<file path="src/rtl/mmap_pkg.sv">
// Package: shared constants for the memory-map decoder.
// Assumes a byte-wide data bus and a region layout keyed on the upper address bits.
package mmap_pkg;

    // Number of bank registers (RAM bank, ROM bank).
    localparam int unsigned BREG_COUNT = 2;

    // Index of each bank register, equal to address bit 0 of its location.
    localparam int unsigned BREG_RAM = 0;
    localparam int unsigned BREG_ROM = 1;

    // Region hit vector, one bit per region, active high.
    typedef struct packed {
        logic ram_lo;
        logic io;
        logic ram_hi;
        logic rom;
        logic breg;
    } region_hit_t;

endpackage

</file>
<file path="src/rtl/mmap_region_decode.sv">
// Module: mmap_region_decode
// Turns the CPU address into region hits. The decode branches on the top
// address bit first. The lower half decides between the bank registers and
// plain RAM. The upper half decides between ROM, the banked RAM window, the
// I/O page and plain RAM. Plain RAM is whatever nothing else claims.
// Assumes: ROM is the top quarter of the space, banked RAM the eighth below
// it, and the I/O page tag lies inside the upper half. All hits are forced
// low while reset is active.
module mmap_region_decode
    import mmap_pkg::*;
#(
    parameter int unsigned ADDR_W   = 16,
    parameter int unsigned IO_TAG_W = 8,
    parameter logic [IO_TAG_W-1:0] IO_TAG = 8'h9F
) (
    input  logic              clk,
    input  logic              rst_n,
    input  logic [ADDR_W-1:0] addr,
    output region_hit_t       hit
);

    localparam int unsigned MSB = ADDR_W - 1;

    region_hit_t raw;

    // Two-way split on the top bit, then region choice within each half.
    always_comb begin
        raw = '0;
        if (addr[MSB]) begin
            if (addr[MSB-1]) begin
                raw.rom = 1'b1;
            end else if (addr[MSB-2]) begin
                raw.ram_hi = 1'b1;
            end else if (addr[MSB -: IO_TAG_W] == IO_TAG) begin
                raw.io = 1'b1;
            end else begin
                raw.ram_lo = 1'b1;
            end
        end else begin
            if (addr[MSB-1:1] == '0) begin
                raw.breg = 1'b1;
            end else begin
                raw.ram_lo = 1'b1;
            end
        end
    end

    // Suppress every hit while reset is held.
    always_comb begin
        hit = rst_n ? raw : '0;
    end

    // at most one region hit in any cycle out of reset.
    p_region_onehot_r2: assert property (@(posedge clk) disable iff (!rst_n)
        $countones(hit) == 1)
        else $error("region hit vector not one-hot");

    // the two zero-page register addresses claim no memory region.
    p_breg_no_mem_r2: assert property (@(posedge clk) disable iff (!rst_n)
        (addr[MSB:1] == '0) |-> (hit.breg && !hit.ram_lo && !hit.io && !hit.ram_hi && !hit.rom))
        else $error("bank register address leaked to a memory region");

endmodule

</file>
<file path="src/rtl/mmap_io_decode.sv">
// Module: mmap_io_decode
// Turns the device index field of an I/O-page access into one active-low
// select per device slot.
// Assumes: io_hit is already qualified by reset and by the page compare.
module mmap_io_decode #(
    parameter int unsigned DEV_COUNT = 8,
    parameter int unsigned IDX_W     = $clog2(DEV_COUNT)
) (
    input  logic                 clk,
    input  logic                 rst_n,
    input  logic                 io_hit,
    input  logic [IDX_W-1:0]     dev_idx,
    output logic [DEV_COUNT-1:0] dev_cs_n
);

    // One comparator per device slot.
    for (genvar k = 0; k < DEV_COUNT; k++) begin : g_slot
        always_comb begin
            dev_cs_n[k] = !(io_hit && (dev_idx == IDX_W'(k)));
        end
    end

    // exactly one device select is low during an I/O-page access.
    p_dev_onehot_r3: assert property (@(posedge clk) disable iff (!rst_n)
        io_hit |-> ($countones(~dev_cs_n) == 1))
        else $error("device selects not one-hot in I/O page");

    // no device select is low outside the I/O page.
    p_dev_idle_r3: assert property (@(posedge clk) disable iff (!rst_n)
        !io_hit |-> (&dev_cs_n))
        else $error("device select low outside I/O page");

endmodule

</file>
<file path="src/rtl/mmap_bank_regs.sv">
// Module: mmap_bank_regs
// Holds the bank registers. On a rising edge, a write cycle that hits the
// register block loads the data bus into the register picked by reg_idx.
// The register contents are driven continuously, never tri-stated.
// Assumes: reg_hit already carries the full zero-page address compare.
module mmap_bank_regs
    import mmap_pkg::*;
#(
    parameter int unsigned DATA_W = 8,
    parameter int unsigned NREG   = BREG_COUNT,
    parameter int unsigned IDX_W  = (NREG > 1) ? $clog2(NREG) : 1
) (
    input  logic                   clk,
    input  logic                   rst_n,
    input  logic                   reg_hit,
    input  logic [IDX_W-1:0]       reg_idx,
    input  logic                   we,
    input  logic [DATA_W-1:0]      wdata,
    output logic [NREG*DATA_W-1:0] regs_flat
);

    logic [DATA_W-1:0] q [NREG];

    for (genvar k = 0; k < NREG; k++) begin : g_reg
        // Capture the data bus on a write aimed at this register.
        always_ff @(posedge clk) begin
            if (!rst_n) begin
                q[k] <= '0;
            end else if (we && reg_hit && (reg_idx == IDX_W'(k))) begin
                q[k] <= wdata;
            end
        end

        // Expose the register on its slice of the flat output.
        always_comb begin
            regs_flat[k*DATA_W +: DATA_W] = q[k];
        end
    end

    // a write that hits the block lands in the addressed register.
    p_capture_r4: assert property (@(posedge clk) disable iff (!rst_n)
        (we && reg_hit) |=> (regs_flat[$past(reg_idx)*DATA_W +: DATA_W] == $past(wdata)))
        else $error("bank register did not capture write data");

    // without a write hit, no register changes.
    p_hold_r5: assert property (@(posedge clk) disable iff (!rst_n)
        !(we && reg_hit) |=> $stable(regs_flat))
        else $error("bank register changed without a write hit");

endmodule

</file>
<file path="src/rtl/mmap_decoder.sv">
// Module: mmap_decoder (top)
// Address decode and banking unit for an 8-bit CPU with a 64K address space.
// Combines the region decoder, the I/O device decoder and the bank
// registers. It drives the active-low chip selects, the extended bank
// address bits and the bank register read path.
// Assumes: one bus access per clock; the address, strobe and data are
// stable by the rising edge.
module mmap_decoder
    import mmap_pkg::*;
#(
    parameter int unsigned ADDR_W    = 16,
    parameter int unsigned DATA_W    = 8,
    parameter int unsigned IO_TAG_W  = 8,
    parameter logic [IO_TAG_W-1:0] IO_TAG = 8'h9F,
    parameter int unsigned DEV_COUNT = 8
) (
    input  logic                 clk,
    input  logic                 rst_n,
    input  logic [ADDR_W-1:0]    bus_addr,
    input  logic                 bus_we,
    input  logic [DATA_W-1:0]    bus_wdata,
    output logic                 ram_lo_cs_n,
    output logic                 io_cs_n,
    output logic                 ram_hi_cs_n,
    output logic                 rom_cs_n,
    output logic [DEV_COUNT-1:0] io_dev_cs_n,
    output logic [DATA_W-1:0]    ram_hi_bank,
    output logic [DATA_W-1:0]    rom_bank,
    output logic [DATA_W-1:0]    breg_rdata,
    output logic                 breg_rvalid
);

    localparam int unsigned PAGE_W  = ADDR_W - IO_TAG_W;
    localparam int unsigned DEV_IDX = $clog2(DEV_COUNT);
    localparam int unsigned BREG_IW = $clog2(BREG_COUNT);

    region_hit_t                    hit;
    logic [BREG_COUNT*DATA_W-1:0]   regs_flat;
    logic [BREG_IW-1:0]             breg_idx;

    mmap_region_decode #(
        .ADDR_W   (ADDR_W),
        .IO_TAG_W (IO_TAG_W),
        .IO_TAG   (IO_TAG)
    ) i_region (
        .clk   (clk),
        .rst_n (rst_n),
        .addr  (bus_addr),
        .hit   (hit)
    );

    mmap_io_decode #(
        .DEV_COUNT (DEV_COUNT),
        .IDX_W     (DEV_IDX)
    ) i_io (
        .clk      (clk),
        .rst_n    (rst_n),
        .io_hit   (hit.io),
        .dev_idx  (bus_addr[PAGE_W-1 -: DEV_IDX]),
        .dev_cs_n (io_dev_cs_n)
    );

    // Pick the bank register from the low address bits.
    always_comb begin
        breg_idx = bus_addr[BREG_IW-1:0];
    end

    mmap_bank_regs #(
        .DATA_W (DATA_W),
        .NREG   (BREG_COUNT),
        .IDX_W  (BREG_IW)
    ) i_bregs (
        .clk       (clk),
        .rst_n     (rst_n),
        .reg_hit   (hit.breg),
        .reg_idx   (breg_idx),
        .we        (bus_we),
        .wdata     (bus_wdata),
        .regs_flat (regs_flat)
    );

    // Drive the active-low region selects.
    always_comb begin
        ram_lo_cs_n = !hit.ram_lo;
        io_cs_n     = !hit.io;
        ram_hi_cs_n = !hit.ram_hi;
        rom_cs_n    = !hit.rom;
    end

    // Present the bank values as extended address bits.
    always_comb begin
        ram_hi_bank = regs_flat[BREG_RAM*DATA_W +: DATA_W];
        rom_bank    = regs_flat[BREG_ROM*DATA_W +: DATA_W];
    end

    // Return the addressed bank register on a read cycle.
    always_comb begin
        breg_rvalid = hit.breg && !bus_we;
        breg_rdata  = breg_rvalid ? regs_flat[breg_idx*DATA_W +: DATA_W] : '0;
    end

    // a bank register read never selects plain RAM.
    p_read_no_ram_r6: assert property (@(posedge clk) disable iff (!rst_n)
        breg_rvalid |-> ram_lo_cs_n)
        else $error("bank register read also selected RAM");

    // a cycle held in reset leaves both bank values cleared.
    p_reset_clears_r8: assert property (@(posedge clk)
        !rst_n |=> (ram_hi_bank == '0 && rom_bank == '0))
        else $error("reset did not clear bank registers");

endmodule

</file>
<file path="config.mk">
export PLATFORM = sky130hd
export DESIGN_NAME = mmap_decoder
export DESIGN_NICKNAME = d
export VERILOG_FILES = /design/src/rtl/mmap_pkg.sv /design/src/rtl/mmap_region_decode.sv /design/src/rtl/mmap_io_decode.sv /design/src/rtl/mmap_bank_regs.sv /design/src/rtl/mmap_decoder.sv
export SDC_FILE = /design/constraint.sdc
export NUM_CORES = 1
export LEC_CHECK = 0
export BUFFER_PORTS_ARGS = -buffer_cell sky130_fd_sc_hd__buf_2
export CAP_MARGIN = 20
export CORE_UTILIZATION = 40
export CTS_BUF_LIST = sky130_fd_sc_hd__clkbuf_4
export CTS_CLUSTER_SIZE = 28
export DETAILED_ROUTE_END_ITERATION = 6
export PLACE_DENSITY = 0.77
export SLEW_MARGIN = 20
export SYNTH_ARGS = -nofsm -noshare
export SYNTH_HDL_FRONTEND = slang
export SYNTH_SLANG_ARGS = --single-unit
</file>
<file path="constraint.sdc">
create_clock -name clk -period 1.9 [get_ports clk]
set_input_delay 0.285 -clock clk [delete_from_list [all_inputs] [get_ports clk]]
set_output_delay 0.285 -clock clk [all_outputs]
set_load 0.005 [all_outputs]
</file>
==> impl_summary.log, run 1 <==
[metrics] outcome: finished clean
[metrics] part of the cycle the worst path needs: 92.85%
[metrics] total of hold buffers inserted after clock tree synthesis: 0
[metrics] area enclosed by the die boundary: 2937 um2
[metrics] number of DRC markers in iteration 0: 4
[metrics] clock-pin slew on the worst setup and hold paths: 0.09 ns
[metrics] class of the tightest hold or removal check: in2reg
[metrics] met2 routing resource usage after global routing: 33.94%
[metrics] clock tree from TritonCTS: done
[metrics] worst hold margin: 0.3656 ns
[metrics] leak pwr: 0.6383 nW
[metrics] average footprint of a synthesized cell: 11.24 um2
[metrics] maximum number of pins on one net before global-route repair: 17
[metrics] unrepaired setup endpoints after global routing: no
[metrics] Worst setup EP type: output port
[metrics] initial antenna violation count: 0
[metrics] cells after synthesis: 97
[metrics] Max rail drop VDD: 294.8 uV
[metrics] cts bufs inserted: 3
[metrics] type of the worst setup path: in2out
[metrics] wire length of the first global-routing pass: 3.622 mm
[metrics] number of top-level design ports: 64
[metrics] number of gates resized after cts: 0
[metrics] met1 GRT Util: 18.26%
[metrics] Clock Sinks: 16
[metrics] MaxCap Viol Count: 0
[metrics] total global routing track utilization: 17.56%
[metrics] maximum clock frequency: 0.5668 GHz
[metrics] fraction of met3 tracks used by global routing: 1.695%
[metrics] Largest Register: i_bregs.q
[metrics] total congestion overflow: 0
[metrics] Fin Setup TNS: 0 ns
[metrics] synth unique cells: 24
[metrics] fraction of layout instances using a drive strength above 1: 59.41%
[metrics] initial cell density of the core: 43.20%
[metrics] Via Count: 1011
[metrics] Top Registers: i_bregs.q x16
[metrics] number of slew-limit violations in the final report: 0
[metrics] post-CTS setup-driven buffer insertion count: 0
[metrics] number of flip-flops under the largest register name: 16
[metrics] die extent in y: 54.20 um
[metrics] share of Yosys cell area claimed by the top area cell type: 44.09%
[metrics] power density relative to cell area: 479.5 nW/um2
[metrics] number of routed nets with antenna violations: 0
[metrics] Root Buffer Master: clkbuf_4
[metrics] Die Wd: 54.20 um
[metrics] final hold viol count: 0
[metrics] Setup Viol. Count Final: 0
[metrics] via count normalized by instance count: 5.055
[metrics] Syn-to-layout area delta: 39.04%
[metrics] count of state elements after synthesis: 16
[metrics] largest cells by area after synthesis: edfxtp_1 44%, nor3_2 17%, mux2i_1 7.3%
[metrics] total core area: 2522 um2
[metrics] Worst-Margin Slew: 0.3556 ns
[metrics] Critical Path AT: 1.48 ns
[metrics] number of global-route vias before repair: 882
[metrics] Port Buffer Count: 63
[metrics] number of warnings printed during yosys synthesis: 0
[metrics] Yosys top cell by area: edfxtp_1
[metrics] number of levels in the clock H-tree: 1
[metrics] row cnt: 18
[metrics] shortest period the worst path allows: 1.764 ns
[metrics] clk buf depth: 2
[metrics] combined area of all synthesized cells: 1090 um2
[metrics] overall routed net length: 2.473 mm
[metrics] diode count: 0
[metrics] worst slew margin relative to its limit: 76.09%
[metrics] busiest grt layer: met2
[metrics] startpoint type of the worst setup path: primary input
[metrics] sequential fraction of the synthesis area: 44.09%
[metrics] Syn Nets: 124
[metrics] final net count: 198
[metrics] placer congestion estimate: 0.8287
[metrics] critical-path maximum fanout: 16
[metrics] per-cell routed wire length: 12.37 um
[metrics] total DRC errors in the routed layout: 0
[metrics] number of detailed-routing iterations run before antenna repair: 4
[metrics] Final HPWL DP: 2.035 mm
[metrics] Data required, critical path: 1.62 ns
==> through the flow <==
step                total power [mW]  worst slack, ns  std cells  cell area [um2]  utilization, %
floorplan                     0.4803         -0.02393         97             1090               -
global placement              0.5525           0.1388        196             1489           59.03
detailed placement            0.5587           0.1189        196             1489           59.03
CTS                           0.7377           0.1211        200             1515           60.07
global route                  0.7645          0.02623        200             1515           60.07
finish                        0.7266           0.1358        200             1515           60.07
==> cells by family after synthesis <==
family	after synthesis	synth area share (%)
buf+inv	16	7.118
flops	16	44.09
simple gates	53	39.27
mux	8	7.348
compound gates	4	2.181
==> worst max-delay path, stage by stage <==
cell and delay, ns:
buf_2 0.11, nor4_2 0.39, nand4_4 0.15, buf_4 0.24, nor3_2 0.17, buf_2 0.13
==> area by class of cell <==
| class | count | area (um2) |
|---|---|---|
| Clock inverter | 1 | 3.754 |
| Sequential cell | 16 | 480.5 |
| Multi-Input combinational cell | 65 | 531.8 |
| Clock buffer | 3 | 22.52 |
| Timing Repair Buffer | 74 | 397.9 |
| Tap cell | 30 | 37.54 |
| Inverter | 11 | 41.29 |
| Fill cell | 218 | 1007 |
==> layout by cell type, fill, tap and decap left out, drive strengths merged, types with 2 or more instances in the layout <==
master	synthesis	final
o21ai	3	3
nor2	3	3
nand4	2	2
nor3	25	25
buf	4	74
nor2b	2	2
mux2i	8	8
edfxtp	16	16
nand2	7	7
nor4	5	5
nand3	3	3
clkbuf	1	3
inv	11	11
==> synthesized netlist by cell type <==
cell and instances:
nor3_2 19, edfxtp_1 16, inv_1 11, mux2i_1 8, nand2_1 7, nor3_1 6, nand3_1 3, nor2_1 3
nor4_2 3, o21ai_0 3, buf_2 2, buf_6 2, nor2b_1 2, nor4_1 2, a211o_1 1, and4_1 1
clkbuf_1 1, nand2b_1 1, nand4_1 1, nand4_4 1, nand4b_1 1, nand4bb_1 1, nor4b_4 1, or3_1 1
==> final timing paths <==
path	from	end	cells after the start
worst max-delay path	bus_addr[10]	breg_rdata[1]	6
worst min-delay path	bus_wdata[7]	i_bregs.q[0][7]$_SDFFCE_PN0P_	3
==> report_power, final <==
group | internal [mW] | switching (mW) | total (mW) | leakage (nW)
clock | 0.0762 | 0.101 | 0.177 | 0.0154
sequential | 0.404 | 0.00842 | 0.413 | 0.152
combinational | 0.0600 | 0.0768 | 0.137 | 0.471
total | 0.541 | 0.186 | 0.727 | 0.638
==> metal layers <==
layer	up-vias	wire length, um
li1	504	-
met1	470	914
met2	35	1417
met3	2	121
met4	0	19
met5	-	0
Power figures use the tool's default switching activity.
==> run 2: changes to the inputs <==
Settings changed: BUFFER_PORTS_ARGS -buffer_cell sky130_fd_sc_hd__buf_2 to -buffer_cell sky130_fd_sc_hd__buf_4, CORE_ASPECT_RATIO set to 0.5.
==> run 2 against run 1 <==
Cell count stayed put. Clock-buffer cell count stayed put. Die area is 0.44% higher. Maximum frequency is 0.56% higher. Clock power hardly changed. Via count is 2.3% lower. Setup slack better by 0.0099 ns. Wire length is 2.1% lower. Sequential share of layout area is 2.7 points lower. Design area is 9.4% higher. Largest cell class is now non-clock buffers.
==> impl_summary.log, run 2 (synthesis gave the netlist of run 1 again) <==
[metrics] outcome: finished clean (unchanged)
[metrics] overall routed net length: 2.421 mm (was 2.473 mm)
[metrics] MaxCap Viol Count: 0 (unchanged)
[metrics] Die Wd: 75.82 um (was 54.20 um)
[metrics] slack of the critical path: 0.1457 ns (was 0.1358 ns)
[metrics] fraction of met3 tracks used by global routing: 3.646% (was 1.695%)
[metrics] number of levels in the clock H-tree: 1 (unchanged)
[metrics] fraction of layout instances using a drive strength above 1: 58.79% (was 59.41%)
[metrics] worst slew margin relative to its limit: 74.74% (was 76.09%)
[metrics] number of detailed-routing iterations run before antenna repair: 4 (unchanged)
[metrics] leading cell types in the layout, fill and taps excluded: 69 x buf_4, 19 x nor3_2, 16 x edfxtp_1 (was 63 x buf_2, 19 x nor3_2, 16 x edfxtp_1)
[metrics] Critical Path AT: 1.47 ns (was 1.48 ns)
[metrics] number of cells on the worst hold path: 3 (unchanged)
[metrics] Clock Sinks: 16 (unchanged)
[metrics] number of slew-limit violations in the final report: 0 (unchanged)
[metrics] total DRC errors in the routed layout: 0 (unchanged)
[metrics] Data required, critical path: 1.62 ns (about the same)
[metrics] final net count: 194 (was 198)
[metrics] power density relative to cell area: 450.4 nW/um2 (was 479.5 nW/um2)
[metrics] post-CTS setup-driven buffer insertion count: 0 (unchanged)
[metrics] number of flip-flops under the largest register name: 16 (unchanged)
[metrics] placer congestion estimate: 0.7095 (was 0.8287)
[metrics] initial antenna violation count: 0 (unchanged)
[metrics] die extent in y: 38.91 um (was 54.20 um)
[metrics] Setup Viol. Count Final: 0 (unchanged)
[metrics] diode count: 0 (unchanged)
[metrics] initial cell density of the core: 45.65% (was 43.20%)
[metrics] Final Power: 0.7467 mW (was 0.7266 mW)
[metrics] worst hold margin: 0.3783 ns (was 0.3656 ns)
[metrics] busiest grt layer: met2 (unchanged)
[metrics] worst hold path startpoint: bus_wdata[1] (was bus_wdata[7])
[metrics] Root Buffer Master: clkbuf_4 (unchanged)
[metrics] number of routed nets with antenna violations: 0 (unchanged)
[metrics] post-route core utilization: 69.44% (was 60.07%)
[metrics] Syn-to-layout area delta: 52.12% (was 39.04%)
[metrics] area enclosed by the die boundary: 2950 um2 (was 2937 um2)
[metrics] maximum clock frequency: 0.5700 GHz (was 0.5668 GHz)
[metrics] Via Count: 988 (was 1011)
[metrics] final hold viol count: 0 (unchanged)
[metrics] end point of the worst hold path: i_bregs.q[1][1]$_SDFFCE_PN0P_ (was i_bregs.q[0][7]$_SDFFCE_PN0P_)
[metrics] total congestion overflow: 0 (unchanged)
[metrics] Max rail drop VDD: 208.3 uV (was 294.8 uV)
[metrics] critical-path maximum fanout: 25 (was 16)
[metrics] met1 GRT Util: 20.95% (was 18.26%)
[metrics] met2 routing resource usage after global routing: 31.64% (was 33.94%)
[metrics] wire length of the first global-routing pass: 3.739 mm (was 3.622 mm)
[metrics] maximum number of pins on one net before global-route repair: 26 (was 17)
[metrics] per-cell routed wire length: 12.11 um (was 12.37 um)
[metrics] number of DRC markers in iteration 0: 43 (was 4)
[metrics] row cnt: 12 (was 18)
[metrics] startpoint type of the worst setup path: primary input (unchanged)
[metrics] unrepaired setup endpoints after global routing: no (unchanged)
[metrics] Worst-Margin Slew: 0.3758 ns (was 0.3556 ns)
[metrics] clock-pin slew on the worst setup and hold paths: 0.09 ns (about the same)
[metrics] total of hold buffers inserted after clock tree synthesis: 0 (unchanged)
[metrics] shortest period the worst path allows: 1.754 ns (was 1.764 ns)
[metrics] most common cell after layout, fill and taps aside: buf_4 (was buf_2)
[metrics] part of the cycle the worst path needs: 92.33% (was 92.85%)
[metrics] Largest Register: i_bregs.q (unchanged)
[metrics] Top Registers: i_bregs.q x16 (unchanged)
[metrics] number of top-level design ports: 64 (unchanged)
[metrics] worst slack at placement: 0.1342 ns (was 0.1189 ns)
[metrics] number of gates resized after cts: 0 (unchanged)
[metrics] clock tree from TritonCTS: done (unchanged)
[metrics] number of inserted filler cells in the final layout: 179 (was 218)
[metrics] type of the worst setup path: in2out (unchanged)
[metrics] class of the tightest hold or removal check: in2reg (unchanged)
[metrics] total global routing track utilization: 17.95% (was 17.56%)
[metrics] leak pwr: 0.6822 nW (was 0.6383 nW)
[metrics] clk buf depth: 2 (unchanged)
[metrics] Worst setup EP type: output port (unchanged)
[metrics] Port Buffer Count: 63 (unchanged)
[metrics] via count normalized by instance count: 4.940 (was 5.055)
[metrics] total core area: 2387 um2 (was 2522 um2)
[metrics] cts bufs inserted: 3 (unchanged)
[metrics] Final HPWL DP: 1.844 mm (was 2.035 mm)
[metrics] number of global-route vias before repair: 889 (was 882)
[run 2: cell count changes in the layout (fill, tap and decap cells not counted)]
cell / previous run / this run
buf_4: 11 / 69
buf_12: 0 / 1
buf_2: 63 / 0
clkinv_1: 1 / 0
[run 2: final cells by class]
class,count,area [um2],area share [%]
multi-input cells,65,531.8,32.08
clock buffers,3,22.52,1.358
flip-flops and latches,16,480.5,28.98
inverters,11,41.29,2.491
repair buffers,70,538.0,32.45
well taps,35,43.79,2.642
[run 2: worst max path at each step]
stage          depth (start not counted)  slack (ns)                            end          from
3_5_place_dp                           6        0.13                  breg_rdata[4]  bus_addr[10]
4_1_cts                                6        0.13                  breg_rdata[4]  bus_addr[10]
2_1_floorplan                          3       -0.02  i_bregs.q[1][0]$_SDFFCE_PN0P_   bus_addr[4]
6_report                               6        0.15                  breg_rdata[4]  bus_addr[10]
5_1_grt                                6        0.03                  breg_rdata[7]  bus_addr[13]
3_3_place_gp                           6        0.16                  breg_rdata[5]  bus_addr[10]
[run 2: worst max-delay path: stages]
cell     delay, ns
buf_4         0.12
nor4_2        0.40
nand4_4       0.16
buf_12        0.21
nor3_2        0.16
buf_4         0.13
[run 2: power by group]
group	total, mW	switching [mW]	internal (mW)
sequential	0.413	0.00870	0.405
combinational	0.159	0.0754	0.0832
clock	0.175	0.101	0.0736
total	0.747	0.185	0.561
[run 2: routing by layer]
metal | part of all wire (%) | vias to the layer above
met5 | 0 | -
met4 | 0.91 | 0
met3 | 7.6 | 2
met2 | 48 | 48
met1 | 44 | 444
li1 | - | 494
[run 2: stage by stage]
step	instances	TNS (ns)	instance area [um2]
final	200	0	1658
after global routing	200	0	1658
after CTS	200	0	1658
after detailed placement	197	0	1635
after global placement	197	0	1635
after floorplan	97	-0.3827	1090
